===== src/rtl/vit4_pkg.sv =====
package vit4_pkg;

  localparam int NSTATE = 4;
  localparam int BM_W   = 2;
  localparam int MAX_BM = 2;

  typedef logic [1:0] state_t;

  // Code pair emitted when bit u enters an encoder whose state is st = {u1,u2}
  function automatic logic [1:0] branch_code(state_t st, logic u);
    return {u ^ st[1] ^ st[0], u ^ st[0]};
  endfunction

  // Distance between two 2-bit pairs
  function automatic logic [BM_W-1:0] hamming2(logic [1:0] a, logic [1:0] b);
    logic [1:0] x;
    x = a ^ b;
    return {1'b0, x[1]} + {1'b0, x[0]};
  endfunction

  // Predecessor of state ns whose older register bit is 'oldest'
  function automatic state_t pred_state(state_t ns, logic oldest);
    return {ns[0], oldest};
  endfunction

endpackage


===== src/rtl/vit4_bmu.sv =====
module vit4_bmu
  import vit4_pkg::*;
(
  input  logic [1:0]                    rx,
  output logic [NSTATE-1:0][BM_W-1:0]   bm_all
);

  // One distance per possible code pair value
  for (genvar v = 0; v < NSTATE; v++) begin : g_pair
    assign bm_all[v] = hamming2(rx, 2'(v));
  end

endmodule


===== src/rtl/vit4_acs.sv =====
module vit4_acs
  import vit4_pkg::*;
#(
  parameter int PM_W   = 6,
  parameter int NS_IDX = 0
)(
  input  logic                            clk,
  input  logic                            rst,
  input  logic [NSTATE-1:0][PM_W-1:0]     pm_all,
  input  logic [NSTATE-1:0][BM_W-1:0]     bm_all,
  output logic [PM_W-1:0]                 pm_out,
  output logic                            dec_out
);

  localparam int     CW = PM_W + 1;
  localparam state_t NS = state_t'(NS_IDX);

  state_t          pred0, pred1;
  logic [CW-1:0]   cand0, cand1;
  logic            take1;

  always_comb begin
    pred0   = pred_state(NS, 1'b0);
    pred1   = pred_state(NS, 1'b1);
    cand0   = CW'(pm_all[pred0]) + CW'(bm_all[branch_code(pred0, NS[1])]);
    cand1   = CW'(pm_all[pred1]) + CW'(bm_all[branch_code(pred1, NS[1])]);
    take1   = cand1 < cand0;          // equal sums keep the older-bit-0 branch
    pm_out  = take1 ? cand1[PM_W-1:0] : cand0[PM_W-1:0];
    dec_out = take1;
  end

  AST_CAND_FITS: assert property (@(posedge clk) disable iff (rst)
    !cand0[PM_W] && !cand1[PM_W]);

endmodule


===== src/rtl/vit4_tbu.sv =====
module vit4_tbu
  import vit4_pkg::*;
#(
  parameter int TRUNC = 15
)(
  input  logic               clk,
  input  logic               rst,
  input  logic               accept,
  input  logic [NSTATE-1:0]  dec_in,
  input  state_t             best_in,
  output logic               out_valid,
  output logic               out_bit
);

  localparam int DEPTH = TRUNC - 1;          // decision vectors kept
  localparam int CNT_W = $clog2(TRUNC + 1);

  logic [NSTATE-1:0] surv [DEPTH];
  logic [CNT_W-1:0]  fill_cnt;
  logic              window_full;
  logic              trace_go;
  state_t            walk [DEPTH];
  logic              traced_bit;

  assign window_full = (fill_cnt == CNT_W'(TRUNC));

  // Trace-back: walk[j] is the state j steps before the newest one
  assign walk[0] = best_in;
  for (genvar j = 0; j < DEPTH - 1; j++) begin : g_walk
    assign walk[j+1] = pred_state(walk[j], surv[j][walk[j]]);
  end
  // Oldest decision names the older bit of the predecessor: the bit leaving the window
  assign traced_bit = surv[DEPTH-1][walk[DEPTH-1]];

  always_ff @(posedge clk) begin
    if (rst) begin
      for (int i = 0; i < DEPTH; i++) surv[i] <= '0;
      fill_cnt  <= '0;
      trace_go  <= 1'b0;
      out_valid <= 1'b0;
      out_bit   <= 1'b0;
    end else begin
      trace_go  <= accept && window_full;
      out_valid <= trace_go;
      out_bit   <= traced_bit;
      if (accept) begin
        surv[0] <= dec_in;
        for (int i = 1; i < DEPTH; i++) surv[i] <= surv[i-1];
        if (!window_full) fill_cnt <= fill_cnt + 1'b1;
      end
    end
  end

  AST_OUT_AFTER_ACCEPT: assert property (@(posedge clk) disable iff (rst)
    out_valid |-> $past(accept, 2));

endmodule


===== src/rtl/vit4_decoder.sv =====
module vit4_decoder
  import vit4_pkg::*;
#(
  parameter int PM_W  = 6,
  parameter int TRUNC = 15
)(
  input  logic        clk,
  input  logic        rst,
  input  logic        in_valid,
  output logic        in_ready,
  input  logic [1:0]  in_sym,
  output logic        out_valid,
  output logic        out_bit
);

  localparam int              PM_INIT_I = (1 << PM_W) - (1 << (PM_W - 2));
  localparam int              PM_CEIL_I = PM_INIT_I + 2 * MAX_BM;
  localparam logic [PM_W-1:0] PM_INIT   = PM_W'(PM_INIT_I);
  localparam logic [PM_W-1:0] PM_CEIL   = PM_W'(PM_CEIL_I);
  localparam logic [PM_W-1:0] NORM      = PM_W'(1 << (PM_W - 1));

  logic                           accept;
  logic [NSTATE-1:0][BM_W-1:0]    bm_all;
  logic [NSTATE-1:0][PM_W-1:0]    pm_q, pm_new, pm_d;
  logic [NSTATE-1:0]              dec;
  logic                           all_high;
  logic                           norm_evt;
  state_t                         best;
  logic [PM_W-1:0]                best_pm;

  assign accept = in_valid && in_ready;

  always_ff @(posedge clk) begin
    if (rst) in_ready <= 1'b0;
    else     in_ready <= 1'b1;
  end

  vit4_bmu u_bmu (
    .rx     (in_sym),
    .bm_all (bm_all)
  );

  for (genvar s = 0; s < NSTATE; s++) begin : g_acs
    vit4_acs #(.PM_W(PM_W), .NS_IDX(s)) u_acs (
      .clk     (clk),
      .rst     (rst),
      .pm_all  (pm_q),
      .bm_all  (bm_all),
      .pm_out  (pm_new[s]),
      .dec_out (dec[s])
    );
  end

  // Renormalise only when every metric is at or above NORM
  always_comb begin
    all_high = 1'b1;
    for (int s = 0; s < NSTATE; s++) all_high &= pm_new[s][PM_W-1];
    norm_evt = accept && all_high;
    for (int s = 0; s < NSTATE; s++)
      pm_d[s] = all_high ? (pm_new[s] - NORM) : pm_new[s];
  end

  always_ff @(posedge clk) begin
    if (rst) begin
      for (int s = 0; s < NSTATE; s++) pm_q[s] <= (s == 0) ? '0 : PM_INIT;
    end else if (accept) begin
      pm_q <= pm_d;
    end
  end

  // Lowest metric; strict compare keeps the lowest index on ties
  always_comb begin
    best    = '0;
    best_pm = pm_q[0];
    for (int s = 1; s < NSTATE; s++) begin
      if (pm_q[s] < best_pm) begin
        best    = state_t'(s);
        best_pm = pm_q[s];
      end
    end
  end

  vit4_tbu #(.TRUNC(TRUNC)) u_tbu (
    .clk       (clk),
    .rst       (rst),
    .accept    (accept),
    .dec_in    (dec),
    .best_in   (best),
    .out_valid (out_valid),
    .out_bit   (out_bit)
  );

  AST_READY_AFTER_RESET: assert property (@(posedge clk) disable iff (rst)
    !$past(rst) |-> in_ready);
  AST_START_METRICS: assert property (@(posedge clk) disable iff (rst)
    $fell(rst) |-> (pm_q[0] == '0) && (pm_q[1] == PM_INIT) && (pm_q[2] == PM_INIT) && (pm_q[3] == PM_INIT));
  AST_NO_OVERFLOW: assert property (@(posedge clk) disable iff (rst)
    (pm_q[0] <= PM_CEIL) && (pm_q[1] <= PM_CEIL) && (pm_q[2] <= PM_CEIL) && (pm_q[3] <= PM_CEIL));
  AST_NORM_APPLIED: assert property (@(posedge clk) disable iff (rst)
    norm_evt |=> (pm_q[0] < NORM));
  AST_IDLE_HOLD: assert property (@(posedge clk) disable iff (rst)
    !accept |=> $stable(pm_q));

endmodule


===== config.mk =====
export PLATFORM = sky130hd
export DESIGN_NAME = vit4_decoder
export DESIGN_NICKNAME = d
export VERILOG_FILES = /design/src/rtl/vit4_pkg.sv /design/src/rtl/vit4_bmu.sv /design/src/rtl/vit4_acs.sv /design/src/rtl/vit4_tbu.sv /design/src/rtl/vit4_decoder.sv
export SDC_FILE = /design/constraint.sdc
export NUM_CORES = 1
export LEC_CHECK = 0
export BUFFER_PORTS_ARGS = -buffer_cell sky130_fd_sc_hd__buf_2
export CORE_MARGIN = 4
export CORE_UTILIZATION = 39
export DETAILED_ROUTE_END_ITERATION = 12
export SLEW_MARGIN = 20
export SYNTH_ARGS = -nofsm -noshare
export SYNTH_HDL_FRONTEND = slang
export SYNTH_HIERARCHICAL = 1
export SYNTH_SLANG_ARGS = --single-unit
export TNS_END_PERCENT = 5

===== constraint.sdc =====
create_clock -name clk -period 8.3 [get_ports clk]
set_clock_uncertainty 0.1 [all_clocks]
set_input_delay 0.415 -clock clk [delete_from_list [all_inputs] [get_ports clk]]
set_output_delay 0.415 -clock clk [all_outputs]
set_load 0.05 [all_outputs]

==> results of run 1 <==
==> kinds of logic after synthesis <==
group           Yosys count  synth area share
flops                    88            0.3564
xor+xnor                 33           0.04436
buf+inv                  71           0.04205
fa+ha+maj                68            0.1398
simple gates            249            0.2020
mux                      55           0.09908
compound gates           99            0.1164
==> metrics by stage <==
step	worst slack [ns]	std cells
after floorplan	0.3172	663
after global placement	0.2366	888
after detailed placement	-0.08327	888
after CTS	0.02370	905
after global routing	-0.3213	916
final	0.07520	916
==> how the worst min path moves through the flow <==
stage	start	cells past startpoint	slack, ns	endpoint
final	u_tbu/trace_go	1	0.34	u_tbu/out_valid
after floorplan	u_tbu/trace_go	1	0.31	u_tbu/out_valid
after global routing	u_tbu/trace_go	1	0.36	u_tbu/out_valid
after CTS	u_tbu/trace_go	1	0.35	u_tbu/out_valid
after detailed placement	u_tbu/trace_go	1	0.34	u_tbu/out_valid
after global placement	u_tbu/trace_go	1	0.32	u_tbu/out_valid
==> routing by layer <==
metal | GRT usage | vias up
met2 | 0.2744 | 109
met3 | 0.03762 | 21
met1 | 0.2024 | 2397
li1 | - | 2411
met4 | 0.05488 | 0
met5 | 0 | -
==> registers in the layout, indices dropped and copies added, names as in the netlist <==
register and cells:
u_tbu/surv 56, pm_q 24, u_tbu/fill_cnt 4, in_ready 1, u_tbu/out_bit 1, u_tbu/out_valid 1
u_tbu/trace_go 1
==> cell type report <==
cell class / instances / area share
clock buffers: 12 / 0.03683
repair buffers: 35 / 0.03287
multi-input cells: 504 / 0.5547
flip-flops and latches: 88 / 0.3072
clock inverters: 4 / 0.004459
well taps: 216 / 0.03567
inverters: 57 / 0.02824
==> placed cells by master, fill, tap and decap left out, drive strengths merged, types with 5 or more instances in the layout <==
cell type / n
nand2: 68
ha: 60
inv: 58
edfxtp: 56
and2: 41
mux2i: 40
nand3: 36
buf: 35
a21oi: 34
dfxtp: 32
nor2: 29
nor2b: 23
xnor2: 20
o21ai: 17
mux2: 14
xor2: 13
nand2b: 12
clkbuf: 12
nand4: 11
a21o: 9
fa: 8
o211ai: 8
and3: 7
a31oi: 5
a22oi: 5
a211oi: 5
==> timing repair <==
action	4_1_cts	5_1_grt
resized for setup	3	55
endpoints found under the setup margin	1	1
hold endpoints to repair	0	0
pin swaps	2	19
setup buffers	1	11
gates cloned	0	0
==> power by group through the flow <==
stage / logic, mW / clock network, mW / registers, mW
global route: 0.644 / 0.450 / 0.522
finish: 0.593 / 0.418 / 0.519
floorplan: 0.381 / 0 / 0.529
global placement: 0.462 / 0 / 0.526
CTS: 0.490 / 0.431 / 0.517
detailed placement: 0.482 / 0 / 0.526
==> worst max-delay path, delay by kind of cell, from the launching register on <==
| kind | cells | cell delay, ns |
|---|---|---|
| flip-flops | 1 | 0.34 |
| multiplexers | 9 | 2.87 |
| AO/OA/AOI/OAI | 10 | 1.96 |
| buffers and inverters | 1 | 0.05 |
| AND/OR/NAND/NOR | 10 | 2.01 |
| adder cells (fa/ha/maj) | 3 | 0.79 |
==> impl_results.md, run 1 <==
- Seq. cell area: 2327 um2
- CTS Buffer Depth: 2
- Setup tns final: 0 ns
- Die Ht: 137.3 um
- Metal1 wirelength: between 6 and 7 mm
- Nets: 768
- Worst R2R Start: pm_q[4]
- Slowest stage delay, CP: 0.40 ns
- Total CTS buffers: 9
- Synth top cells by count: nand2_1, ha_1, edfxtp_1, inv_1, and2_1
- Core area: 16120 um2
- Clock power share: 0.273
- Max layer used: met4
- Mean post-synth cell area: a little under 10 um2
- Relative slew slack: 0.3310
- CTS tree: done
- Slew @ Worst Pin: 1.003 ns
- Pint: between 1 and 1.5 mW
- Hold Path Class: reg2reg
- Cts-stage hold buffer count: 0
- Critical Path Source: pm_q[4]
- Net switching power: 0.5197 mW
- Number of flops mapped to enable cells by yosys: 56
- Synth unique cells: 64
- Clk_lat worst skew: 0.35 ns
- Syn Std Cell Area: 6516 um2
- Period utilization: 0.9909
- Worst-path clk slew: 0.06 ns
- Fill cells: 1512
- Hold slack: roughly 0.34 ns
- Post-place instance area: 6884 um2
- Die ar.: 18840 um2
- Ranking of synthesized cells by area: edfxtp_1, ha_1, dfxtp_1, mux2i_1, nand2_1
- First-pass GRT wire length: 24.16 mm
- Critical path arrival: 8.37 ns
- Fin. max-slew vios: 0
- CP Data Required Time: 8.44 ns
- H-Tree Depth: 3
- Power Density: 202.0 nW/um2
- CP endpoint: u_tbu/out_bit
- Sw Share: 0.3396
- Clk sinks: 88
- Synth Instances: 663
- PortBufs: 7
- Max cap viols: 0
- Top-area cell type share of the netlist area: 0.2581
- Final design utilization: 0.4701
- Hpwl dp: 10.57 mm
- Drt total wl: roughly 15 mm
- F_max: 121.6 MHz
- Vias/cell: roughly 5.4
- #FFs+latches synth: 88
- Initial antenna violation count: 0
- Overall Global Routing Usage: 0.1618
- Drt first-iter violations: 257
- Worst R2R Path Depth: 33
- Final Total Pwr: 1.530 mW
- Cell Rows: 46
- Hold Fails Final Rpt: 0
- CP max FO: 6
- Critical path capture point type: flip-flop
- Diodes inserted: 0
- Gr ovfl total: 0
- RSZ-0062 raised after global routing: true
- Met2 wire len: 7.524 mm
- Pin count of the biggest net entering global routing: 57
- WL/cell: 16.40 um
- Syn Nets: 736
- Register area share after synthesis: 0.3564
- Post-route DRC: 0
- Die width: 137.3 um
- Met3 wire len: 632 um
- Ports: 8
- Drt first pass iters: 5
- Routability Congestion: 0.8564
- DRT antenna net count: 0
- Asr flop ratio synth: 0
- Worst R2R Setup Slack: 0.08 ns
- CP Launch Type: flip-flop
- Combinational power share: 0.388
- Top FF cell, synth: edfxtp_1
- LEAKAGE: 3.056 nW
- Outcome: finished, final reports clean
- Fin crit period: 8.225 ns
- Post-route design area: 7576 um2
- Crit-path slowest cell: mux2_2
- Most frequent cell after synthesis: nand2_1
- Final setup fails: 0
- WS Path Type: reg2reg
- Synth area leader: edfxtp_1
- Peak VDD IR: 0.0001192 V
- Footprint of the multi-input gates: 4203 um2
- Vias in the first global route: 4998
- Area added between synthesis and finish: 16.26%
- Ratio of cells with drive above 1 in the final layout: 0.2057
- Reg2Reg Capture Point: u_tbu/out_bit
- Register share of total power: 0.339
- Via count: 4938
- Starting Density: 0.4043
- Synth Warn #: 6
- Root Buffer: clkbuf_16
(Power assumes the default switching activity.)
==> run 2, diff against run 1 <==
- CORE_MARGIN: 4 -> 2
- clock period: 8.3 -> 9.9 ns (I/O delays scaled with it)
==> impl_results.md, run 2 (same netlist as run 1, synthesis figures left out) <==
- Most frequent cells in the layout: nand2_1, ha_1, edfxtp_1
- Via count: 4730 (-4.2%)
- Vias/cell: 5.285 (-2.0%)
- Initial antenna violation count: 0 (unchanged)
- Hold wc startpoint: u_tbu/trace_go
- H-Tree Depth: 3 (unchanged)
- Root Buffer: clkbuf_16
- Die width: 133.3 um (-2.9%)
- Hpwl dp: 10.31 mm (-2.4%)
- Starting Density: 0.3957 (-0.008603)
- Final design utilization: 0.4309 (-0.03926)
- Peak VDD IR: 0.0001178 V (-1.2%)
- Setup tns final: 0 ns (unchanged)
- Fin crit period: 8.829 ns (+0.6039 ns)
- # Post-CTS Setup Buffers: 0 (-1)
- Clk_lat worst skew: 0.35 ns (about the same)
- Clk sinks: 88 (unchanged)
- Cts-stage hold buffer count: 0 (unchanged)
- Drt first-iter violations: 391 (+52%)
- Drt total wl: 14.05 mm (-6.5%)
- Drt first pass iters: 4 (-1)
- Critical path capture point type: flip-flop
- Worst-path clk slew: 0.07 ns (about the same)
- Final Total Pwr: 1.172 mW (-23%)
- RSZ-0062 raised after global routing: false
- Max reg flops: 56 (unchanged)
- Post-CTS Resized: 0 (-3)
- LEAKAGE: 2.918 nW (-4.5%)
- Worst R2R Setup Slack: 1.07 ns (+1.00 ns)
- CTS tree: done
- CP max FO: 9 (+3)
- Nets: 743 (-3.3%)
- Period utilization: 0.8918 (-0.09915)
- Placed insts: 879 (-1.0%)
- Top flop regs: u_tbu/surv: 56 flops, pm_q: 24 flops, u_tbu/fill_cnt: 4 flops
- Gr ovfl total: 0 (unchanged)
- Vias in the first global route: 4970 (-0.56%)
- Relative slew slack: 0.3429 (+0.01189)
- Most common cell after layout, fill and taps aside: nand2_1
- First-pass GRT wire length: 24.07 mm (-0.34%)
- Area added between synthesis and finish: 8.871%
- F_max: 113.3 MHz (-6.8%)
- Ports: 8 (unchanged)
- Non-Filler Instances: 895 (-2.3%)
- Power Density: 165.2 nW/um2 (-18%)
- Endpoint, Worst Hold: u_tbu/out_valid
- Reg2Reg Capture Point: u_tbu/out_bit
- Diodes inserted: 0 (unchanged)
- Worst R2R Start: pm_q[3]
- Slowest stage delay, CP: 0.61 ns (+0.21 ns)
- Hold Path Class: reg2reg
- Crit-path slowest cell: mux4_2
- Worst R2R Path Depth: 33 (unchanged)
- Routability Congestion: 0.8366 (-2.3%)
- Top reg by flops: u_tbu/surv
- Dpl ws: 1.114 ns (+1.197 ns)
- DRT antenna net count: 0 (unchanged)
- Post-place instance area: 6792 um2 (-1.3%)
- Post-route design area: 7094 um2 (-6.4%)
- WL/cell: 15.70 um (-4.3%)
- WS Path Type: reg2reg
- Fin. max-slew vios: 0 (unchanged)
- Outcome: finished, final reports clean
- Ratio of cells with drive above 1 in the final layout: 0.1141 (-0.09164)
- Final worst slack: 1.071 ns (+0.9961 ns)
- Final setup fails: 0 (unchanged)
- Critical path arrival: 8.96 ns (+0.59 ns)
- Worst hold stages: 1 (unchanged)
- Pin count of the biggest net entering global routing: 57 (unchanged)
- Overall Global Routing Usage: 0.1687 (+0.006986)
- Hold Fails Final Rpt: 0 (unchanged)
- Max cap viols: 0 (unchanged)
- CP Data Required Time: 10.04 ns (+1.60 ns)
- Slew @ Worst Pin: 0.9833 ns (-0.02022 ns)
- Die Ht: 133.3 um (-2.9%)
- Total CTS buffers: 9 (unchanged)
- Cell Rows: 47 (+2.2%)
- Hold slack: 0.3484 ns (+0.007678 ns)
- CP Launch Type: flip-flop
- PortBufs: 7 (unchanged)
- Core area: 16470 um2 (+2.2%)
- CTS Buffer Depth: 2 (unchanged)
- Post-route DRC: 0 (unchanged)
- Die ar.: 17760 um2 (-5.7%)
[run 2: cell count changes in the layout (fill, tap and decap cells not counted), sizes merged]
cell	delta
buf	-25
clkbuf	-2
clkinv	-1
clkinvlp	+1
inv	+2
[run 2: critical path: cells and delay by family (launching register included)]
kind                       cells  cell delay (ns)
AOI/OAI and AO/OA             11             2.36
buffers and inverters          1             0.09
adders and majority gates      3             0.91
DFF                            1             0.52
and+or+nand+nor                8             1.59
muxes                         10             3.12
[run 2: metal layers]
layer	track usage	vias to the layer above	share of wire
met5	0	-	0
met4	0.05319	0	0.011
met3	0.03501	12	0.031
met2	0.2892	72	0.51
met1	0.2136	2289	0.45
li1	-	2357	-
[run 2: where the power goes]
part	switching (mW)	total (mW)	internal (mW)
clock network	0.150	0.338	0.188
registers	0.0240	0.439	0.415
logic	0.222	0.395	0.173
[run 2: cell type report]
| class | count | area, um2 |
|---|---|---|
| multi-input combinational | 504 | 3928 |
| clock buffer | 10 | 250.2 |
| fill | 1589 | 9371 |
| sequential | 88 | 2322 |
| inverter | 57 | 214.0 |
| timing repair buffer | 10 | 57.56 |
| tap | 220 | 275.3 |
| clock inverter | 6 | 47.55 |
[run 2: worst max-delay path by stage]
stage,to,depth (start not counted),slack (ns),start
global route,u_tbu/out_bit,33,0.40,pm_q[3]
CTS,u_tbu/out_bit,33,1.08,pm_q[3]
finish,u_tbu/out_bit,33,1.07,pm_q[3]
floorplan,u_tbu/out_bit,33,1.92,pm_q[3]
detailed placement,u_tbu/out_bit,33,1.11,pm_q[3]
global placement,u_tbu/out_bit,33,1.48,pm_q[2]
